<file path="src/rtl/fsb_pkg.sv">
package fsb_pkg;

  typedef enum logic [3:0] {
    OP_NOP   = 4'd0,
    OP_ADD   = 4'd1,
    OP_MUL   = 4'd2,
    OP_CMV1  = 4'd3,
    OP_CMV2  = 4'd4,
    OP_DIV   = 4'd5,
    OP_SQRT  = 4'd6,
    OP_FTOI  = 4'd7,
    OP_ITOF  = 4'd8
  } fop_e;

  typedef enum logic [1:0] {
    CK_GEN   = 2'd0,
    CK_STORE = 2'd1,
    CK_F2I   = 2'd2
  } ckind_e;

  // whether the class writes a floating-point register at all
  function automatic logic writes_fp(fop_e op);
    return !(op == OP_NOP || op == OP_FTOI ||
             op == OP_CMV1 && 1'b0) && (op <= OP_ITOF);
  endfunction

  // cycles from issue until a consumer of the given group may issue
  function automatic int res_lat(fop_e op, logic dbl, logic slow);
    case (op)
      OP_ADD, OP_MUL, OP_CMV2: return slow ? 6 : 4;
      OP_CMV1:                 return 4;
      OP_DIV:                  return dbl ? 15 : 12;
      OP_SQRT:                 return dbl ? 33 : 18;
      OP_ITOF:                 return 4;
      default:                 return 0;
    endcase
  endfunction

  // cycles from issue until the same unit may accept again
  function automatic int unit_lat(fop_e op, logic dbl);
    case (op)
      OP_DIV:  return dbl ? 12 : 9;
      OP_SQRT: return dbl ? 30 : 15;
      default: return 0;
    endcase
  endfunction

endpackage

</file>
<file path="src/rtl/fsb_countdown.sv">
module fsb_countdown #(
  parameter int CW = 6
) (
  input  logic          clk,
  input  logic          rst_n,
  input  logic          load,
  input  logic [CW-1:0] load_val,
  output logic [CW-1:0] cnt,
  output logic          busy
);
  always_ff @(posedge clk or negedge rst_n) begin
    if (!rst_n)         cnt <= '0;
    else if (load)      cnt <= load_val;
    else if (cnt != '0) cnt <= cnt - 1'b1;
  end
  assign busy = (cnt != '0);
endmodule

</file>
<file path="src/rtl/fsb_src_check.sv">
module fsb_src_check #(
  parameter int NREG = 32,
  parameter int AW   = 5
) (
  input  logic [NREG-1:0] gen_busy,
  input  logic [NREG-1:0] st_busy,
  input  logic [AW-1:0]   src,
  input  logic            slow,
  input  logic            fp_write,
  input  logic [AW-1:0]   dst,
  output logic            blocked
);
  logic hit_new;
  assign hit_new = fp_write && (dst == src);
  assign blocked = hit_new || (slow ? st_busy[src] : gen_busy[src]);
endmodule

</file>
<file path="src/rtl/fsb_scoreboard.sv">
module fsb_scoreboard
  import fsb_pkg::*;
#(
  parameter int NREG    = 32,
  parameter int MAX_LAT = 33
) (
  input  logic       clk,
  input  logic       rst_n,
  input  logic       prod_valid,
  input  logic [4:0] prod_dst,
  input  logic [3:0] prod_op,
  input  logic       prod_dbl,
  output logic       prod_allow,
  input  logic [4:0] cons_src_a,
  input  logic [4:0] cons_src_b,
  input  logic [1:0] cons_kind,
  output logic       cons_allow
);
  localparam int AW = $clog2(NREG);
  localparam int CW = $clog2(MAX_LAT + 1);

  fop_e          op;
  logic          unit_conflict;
  logic          issue_fire;
  logic          fp_write;
  logic          slow;
  logic [CW-1:0] gen_ld_val, st_ld_val, unit_ld_val;
  logic [CW-1:0] div_cnt, sqrt_cnt;
  logic          div_busy, sqrt_busy;
  logic [NREG-1:0] gen_busy, st_busy;
  logic          blk_a, blk_b;

  assign op            = fop_e'(prod_op);
  assign unit_conflict = (op == OP_DIV && div_busy) || (op == OP_SQRT && sqrt_busy);
  assign prod_allow    = !unit_conflict;
  assign issue_fire    = prod_valid && prod_allow;
  assign fp_write      = issue_fire && writes_fp(op);
  assign slow          = (cons_kind != CK_GEN);

  assign gen_ld_val  = CW'(res_lat(op, prod_dbl, 1'b0) - 1);
  assign st_ld_val   = CW'(res_lat(op, prod_dbl, 1'b1) - 1);
  assign unit_ld_val = CW'(unit_lat(op, prod_dbl) - 1);

  for (genvar i = 0; i < NREG; i++) begin : g_reg
    logic          ld;
    logic [CW-1:0] gcnt, scnt;
    assign ld = fp_write && (prod_dst[AW-1:0] == AW'(i));
    fsb_countdown #(.CW(CW)) u_gen (
      .clk(clk), .rst_n(rst_n), .load(ld), .load_val(gen_ld_val),
      .cnt(gcnt), .busy(gen_busy[i]));
    fsb_countdown #(.CW(CW)) u_st (
      .clk(clk), .rst_n(rst_n), .load(ld), .load_val(st_ld_val),
      .cnt(scnt), .busy(st_busy[i]));
  end

  fsb_countdown #(.CW(CW)) u_div (
    .clk(clk), .rst_n(rst_n), .load(issue_fire && op == OP_DIV),
    .load_val(unit_ld_val), .cnt(div_cnt), .busy(div_busy));
  fsb_countdown #(.CW(CW)) u_sqrt (
    .clk(clk), .rst_n(rst_n), .load(issue_fire && op == OP_SQRT),
    .load_val(unit_ld_val), .cnt(sqrt_cnt), .busy(sqrt_busy));

  fsb_src_check #(.NREG(NREG), .AW(AW)) u_chk_a (
    .gen_busy(gen_busy), .st_busy(st_busy), .src(cons_src_a[AW-1:0]),
    .slow(slow), .fp_write(fp_write), .dst(prod_dst[AW-1:0]), .blocked(blk_a));
  fsb_src_check #(.NREG(NREG), .AW(AW)) u_chk_b (
    .gen_busy(gen_busy), .st_busy(st_busy), .src(cons_src_b[AW-1:0]),
    .slow(slow), .fp_write(fp_write), .dst(prod_dst[AW-1:0]), .blocked(blk_b));

  assign cons_allow = !(blk_a || blk_b);
endmodule

</file>
<file path="config.mk">
export PLATFORM = sky130hd
export DESIGN_NAME = fsb_scoreboard
export DESIGN_NICKNAME = d
export VERILOG_FILES = /design/src/rtl/fsb_pkg.sv /design/src/rtl/fsb_countdown.sv /design/src/rtl/fsb_src_check.sv /design/src/rtl/fsb_scoreboard.sv
export SDC_FILE = /design/constraint.sdc
export NUM_CORES = 1
export LEC_CHECK = 0
export ABC_AREA = 1
export BUFFER_PORTS_ARGS = -buffer_cell sky130_fd_sc_hd__buf_4
export CAP_MARGIN = 5
export CORE_ASPECT_RATIO = 1.1
export CORE_MARGIN = 3
export CORE_UTILIZATION = 40
export DETAILED_ROUTE_END_ITERATION = 10
export PLACE_DENSITY = 0.53
export SLEW_MARGIN = 20
export SYNTH_ARGS = -nofsm -noshare
export SYNTH_HDL_FRONTEND = slang
export SYNTH_SLANG_ARGS = --single-unit
</file>
<file path="constraint.sdc">
create_clock -name clk -period 2.5 [get_ports clk]
set_clock_uncertainty 0.2 [all_clocks]
set_input_delay 0.5 -clock clk [delete_from_list [all_inputs] [get_ports clk]]
set_output_delay 0.5 -clock clk [all_outputs]
set_load 0.01 [all_outputs]
</file>
# == Word-level counts from Yosys, hierarchy flattened ==
# Cells that the tools add are included.
# W data, S select, Z words.
# word_totals
register_bits,396
in_bits,25
out_inout_bits,2
word_cells,515
# classes
addsub,69
order_cmp,3
eq_ne,41
n_mux,149
reduce_logical,187
# ops
op,n
$mux W6,133
$reduce_bool A6 Y1,66
$sub A6 B1 Y6 const B,66
$reduce_bool A2 Y1,67
$eq A5 B5 Y1 const B,16
$logic_and A1 B1 Y1,41
$eq A5 B4 Y1 const B,8
$pmux W6 S4,1
$bmux W1 S5,4
$eq A5 B3 Y1 const B,4
$pmux W6 S3,1
$sub A6 B2 Y6 const B,3
$eq A4 B3 Y1 const B,4
$lt A5 B6 Y1 const B,2
$eq A5 B2 Y1 const B,2
$eq A5 B5 Y1,2
$pmux W5 S2,1
$eq A4 B2 Y1 const B,2
$mux W1,6
$eq A5 B1 Y1 const B,1
$logic_not A5 Y1,1
$logic_or A1 B1 Y1,5
$mux W5,1
$reduce_or A5 Y1,1
other kinds (9),11

# == Depth between registers and ports, before layout ==
# logic_depth
depth_word,10
depth_mapped,17
ltp_nobuf,16

# == By module ==
# Synthesis repeated with hierarchy kept, for this count alone.
# hier_totals
hier_cells,3908
area_unflattened_um2,28199.5
# modules_own_cells
module,n_inst,cells_each,area_per_inst_um2,seq_area_each_um2
fsb_countdown,66,52,391.6,150.1
fsb_src_check,2,161,798.3,0.0
fsb_scoreboard,1,154,755.7,0.0

# == Worst setup path after synthesis ==
# Ideal clock, no wire load.
# synth_timing
path_type,input to register
from,input prod_op[3]
to,register g_reg[28].u_st.cnt[4]
arrival_time_ps,2510
required_time_ps,2223
setup_slack_ps,-287
path_stages,14
path_buffers,2
cell_sequence,inv_1 > nand2_1 > nor3_4 > nand2_1 > nand2_1 > inv_1 > clkbuf_1 > ha_1 > inv_1 > nor2_1 > xnor2_2 > inv_1 > buf_2 > a21oi_1
# synth_via
elab_chain_len,8
word_cells_on_any_way,26
cone_classes,add/sub: 1; order compare: 1; eq/ne: 8; mux: 2; reduce/logical: 14
# synth_rtl
element,line,rtl
"start, declared",fsb_scoreboard.sv:11,"input logic [3:0] prod_op,"
"parallel branches: the longest is 8 deep, another holds $sub A6 B2 Y6",-,
"end signal, assigned",fsb_countdown.sv:13,else if (load) cnt <= load_val;
"end signal, assigned",fsb_countdown.sv:14,else if (cnt != '0) cnt <= cnt - 1'b1;
"end, declared",fsb_countdown.sv:8,"output logic [CW-1:0] cnt,"
# Several ways; the timed one is not identified.
# A chain may end at the register's enable or synchronous reset.

# == Worst setup path in the final report ==
# layout_timing
from,register g_reg[19].u_st.cnt[1]
to,output cons_allow
# layout_via
elab_chain_len,7
word_cells_on_any_way,11
cone_classes,mux: 6; reduce/logical: 5
# layout_rtl
element,line,rtl
"start, declared",fsb_countdown.sv:8,
"start signal, assigned",fsb_countdown.sv:13,
"start signal, assigned",fsb_countdown.sv:14,
$reduce_bool A6 Y1 *,fsb_countdown.sv:16,assign busy = (cnt != '0);
$bmux W1 S5,fsb_src_check.sv:15,assign blocked = hit_new || (slow ? st_busy[src] : gen_busy[src]);
$mux W1 (not written as such),fsb_src_check.sv:15,
$mux W1,fsb_src_check.sv:15,
$logic_or A1 B1 Y1,fsb_src_check.sv:15,
$logic_or A1 B1 Y1 *,fsb_scoreboard.sv:70,assign cons_allow = !(blk_a || blk_b);
$logic_not A1 Y1 *,fsb_scoreboard.sv:70,
"end, declared",fsb_scoreboard.sv:17,output logic cons_allow
# Mark *: on every way between the ends. The rest lies on a longest branch, timed or not. The select of a mux whose other input is x is not followed.

==> impl_metrics.env <==
export IMPL_critPathMaxFanout=2
export IMPL_num_io_pins=27
export IMPL_drtIter0Drc=1442
export IMPL_use_met2=0.442
export IMPL_p_leak_nw=18.6
export IMPL_max_slew_margin=0.354
export IMPL_met3_usage=0.0325
export IMPL_crit_path_cell_trace="inv_1, ha_1, inv_1, nor2_2, buf_4, nand4_1, nand3_2, nand3_2, nand3_1, nand3_2, nand2_2, nand3_2, a21oi_2, buf_4, buf_6"
export IMPL_layout_common_cells="buf_4, nand2_1, dfrtp_1, inv_1, nor2_1"
export IMPL_root_buffer="clkbuf_16"
export IMPL_async_flop_share=1.00
export IMPL_violations="negative setup slack"
export IMPL_antenna_found_initial=0
export IMPL_ys_warnings_count=0
export IMPL_finalHoldViolCount=0
export IMPL_end_kind="output pin"
export IMPL_routed_wl_um=85700
export IMPL_ys_ff_latch=396
export IMPL_worst_slew_pin_slew_ns=0.966
export IMPL_wire_per_inst_um=17.5
export IMPL_place_gp_congestion=0.926
export IMPL_clk_pin_slew_ns=0.06
export IMPL_grt_max_degree=63
export IMPL_synthToLayoutAreaGrowth_pct=45.6
export IMPL_die_area_um2=66000
export IMPL_htree_levels=2
export IMPL_die_h_um=269
export IMPL_critPathLaunch="g_reg[19].u_st.cnt[1]"
export IMPL_finalCriticalPeriod_ns=3.33
export IMPL_fp_row_count=95
export IMPL_first_pass_iters=7
export IMPL_overflow=0
export IMPL_placed_cells=4703
export IMPL_fin_util=0.594
export IMPL_start_util=0.408
export IMPL_synth_cell_types=47
export IMPL_via_count=24780
export IMPL_avgViaCountPerCell=5.07
export IMPL_timing_rr_end="g_reg[5].u_gen.cnt[5]"
export IMPL_worstPathRequired_ns=1.80
export IMPL_layout_commonest_cell="buf_4"
export IMPL_drt_antenna_violating_nets=0
export IMPL_r2r_cells=19
export IMPL_slew_viol_final=0
export IMPL_synth_edf_count=0
export IMPL_status="finished with violations"
export IMPL_rsz0062_at_grt="yes"
export IMPL_fp_dieW_um=245
export IMPL_route_detailed_drc=0
export IMPL_grt_pass1_wl_um=137000
export IMPL_arrival_ns=2.63
export IMPL_final_cells=4890
export IMPL_netlist_instances=3275
export IMPL_critical_path_max_stage_delay_ns=0.39
export IMPL_peakVddDrop_uv=678
export IMPL_final_nets=4185
export IMPL_max_cap_viol_count=0
export IMPL_cts_num_sinks=396
export IMPL_grt_pass1_vias=25404
export IMPL_syn_nets=3434
export IMPL_rr_startpoint="u_div.cnt[0]"
export IMPL_gr_usage_all_layers=0.260
export IMPL_hp_class="in -> reg"
export IMPL_max_clock_freq_mhz=300
export IMPL_setup_violations=136
export IMPL_fin_area_um2=36700
export IMPL_syn_area_um2=25200
export IMPL_timing_final_crit_share=1.33
export IMPL_preCtsSetupSlack_ns=-0.571
export IMPL_avgSynthCellArea_um2=7.69
export IMPL_portBuffers=26
export IMPL_final_layout_size_suffix_gt1_frac=0.330
export IMPL_place_area_um2=31500
export IMPL_slowest_stage="dfrtp_1"
export IMPL_insertion_delay_ns=0.59
export IMPL_clockBufferDepth=3
export IMPL_endpoint="cons_allow"
export IMPL_rrSetupSlack_ns=-0.15
export IMPL_yosysSeqAreaShare=0.394
export IMPL_synth_flop_cell="dfrtp_1"
export IMPL_crit_top_cell="nand3_2"
export IMPL_path_class="reg -> out"
export IMPL_core_um2=61700
export IMPL_busiest_layer="met2"
export IMPL_antenna_cells=0
export IMPL_cts_buffers=49
export IMPL_use_met1=0.341
export IMPL_dp_hpwl_um=57000
export IMPL_power_density_nw_per_um2=1210
export IMPL_setup_slack_ns=-0.835
export IMPL_critPathLaunchType="flop"
export IMPL_cts_tree="yes"
-- sequential cells by signal, indices dropped and copies added, names as in the netlist --
signal / cells
u_div.cnt: 6
g.u_st.cnt: 192
u_sqrt.cnt: 6
g.u_gen.cnt: 192
-- synthesized netlist by cell type (all sizes together) (3+ instances only) --
cell | number | area [um^2]
inv | 411 | 1560
nand3 | 289 | 1450
o21ai | 358 | 1800
clkbuf | 41 | 154
a21o | 4 | 30.0
a21oi | 123 | 616
xnor2 | 108 | 961
dfrtp | 396 | 9910
buf | 52 | 298
nand2 | 735 | 2770
o211ai | 3 | 22.5
ha | 134 | 1680
o21a | 13 | 97.6
nor2 | 267 | 1170
o22ai | 3 | 18.8
nand4 | 67 | 419
xor2 | 204 | 1790
mux2i | 7 | 70.1
nor3 | 44 | 248
-- critical path, delay by kind of cell (launching register included) --
| family | cells | cell delay [ns] |
|---|---|---|
| fa+ha+maj | 1 | 0.13 |
| buf+inv | 5 | 0.50 |
| compound gates | 1 | 0.15 |
| simple gates | 8 | 0.87 |
| flops | 1 | 0.39 |
-- per-stage QoR --
step / TNS (ns) / hold WS [ns] / total power [mW]
after global routing: -40.61 / 0.264 / 48.3
after CTS: -25.14 / 0.197 / 43.6
after detailed placement: -55.54 / 0.267 / 34.4
after global placement: -36.19 / 0.271 / 33.6
final: -5.84 / 0.252 / 44.4
after floorplan: -1.61 / 0.00441 / 24.8
-- kinds of logic after synthesis --
kind of cell / Yosys count / share of synthesized area
and+or+nand+nor: 1410 / 0.243
AOI/OAI and AO/OA: 511 / 0.105
buffers and inverters: 505 / 0.0800
DFF: 396 / 0.394
xor gates and xnor gates: 312 / 0.109
adders and majority gates: 134 / 0.0666
muxes: 7 / 0.00278
-- timing repair --
action,CTS,global route
gates cloned,47,0
hold endpoints to repair,35,0
resized for setup,599,231
buffers inserted,38,15
pin swaps,60,81
hold buffers,2,0
endpoints found under the setup margin,338,384
-- final cells by class --
| type | instances | area [um^2] |
|---|---|---|
| Fill cell | 5531 | 25000 |
| Multi-Input combinational cell | 2376 | 15100 |
| Sequential cell | 396 | 9910 |
| Timing Repair Buffer | 783 | 7230 |
| Inverter | 412 | 1690 |
| Clock buffer | 81 | 1510 |
| Tap cell | 824 | 1030 |
| Clock inverter | 10 | 158 |
| Timing Repair inverter | 8 | 73.8 |
-- power by group --
part / switching [mW] / internal (mW) / total [mW]
Clock: 2.92 / 4.51 / 7.43
Sequential: 1.88 / 9.92 / 11.8
Combinational: 12.3 / 12.8 / 25.1
-- metal layers --
layer | up-vias | wire length (um)
li1 | 12091 | -
met1 | 11988 | 37200
met2 | 526 | 41600
met3 | 175 | 3990
met4 | 0 | 2860
met5 | - | 0
-- worst min path at each step --
stage,start,endpoint,slack (ns),cells past startpoint
final,prod_valid,u_div.cnt[2],0.25,5
after global routing,prod_valid,u_div.cnt[2],0.26,5
after CTS,prod_valid,u_div.cnt[2],0.20,5
after detailed placement,rst_n,u_div.cnt[5],0.27,1
after global placement,rst_n,u_div.cnt[5],0.27,1
after floorplan,rst_n,g_reg[0].u_gen.cnt[0],0.004,0
(Power assumes the default switching activity.)
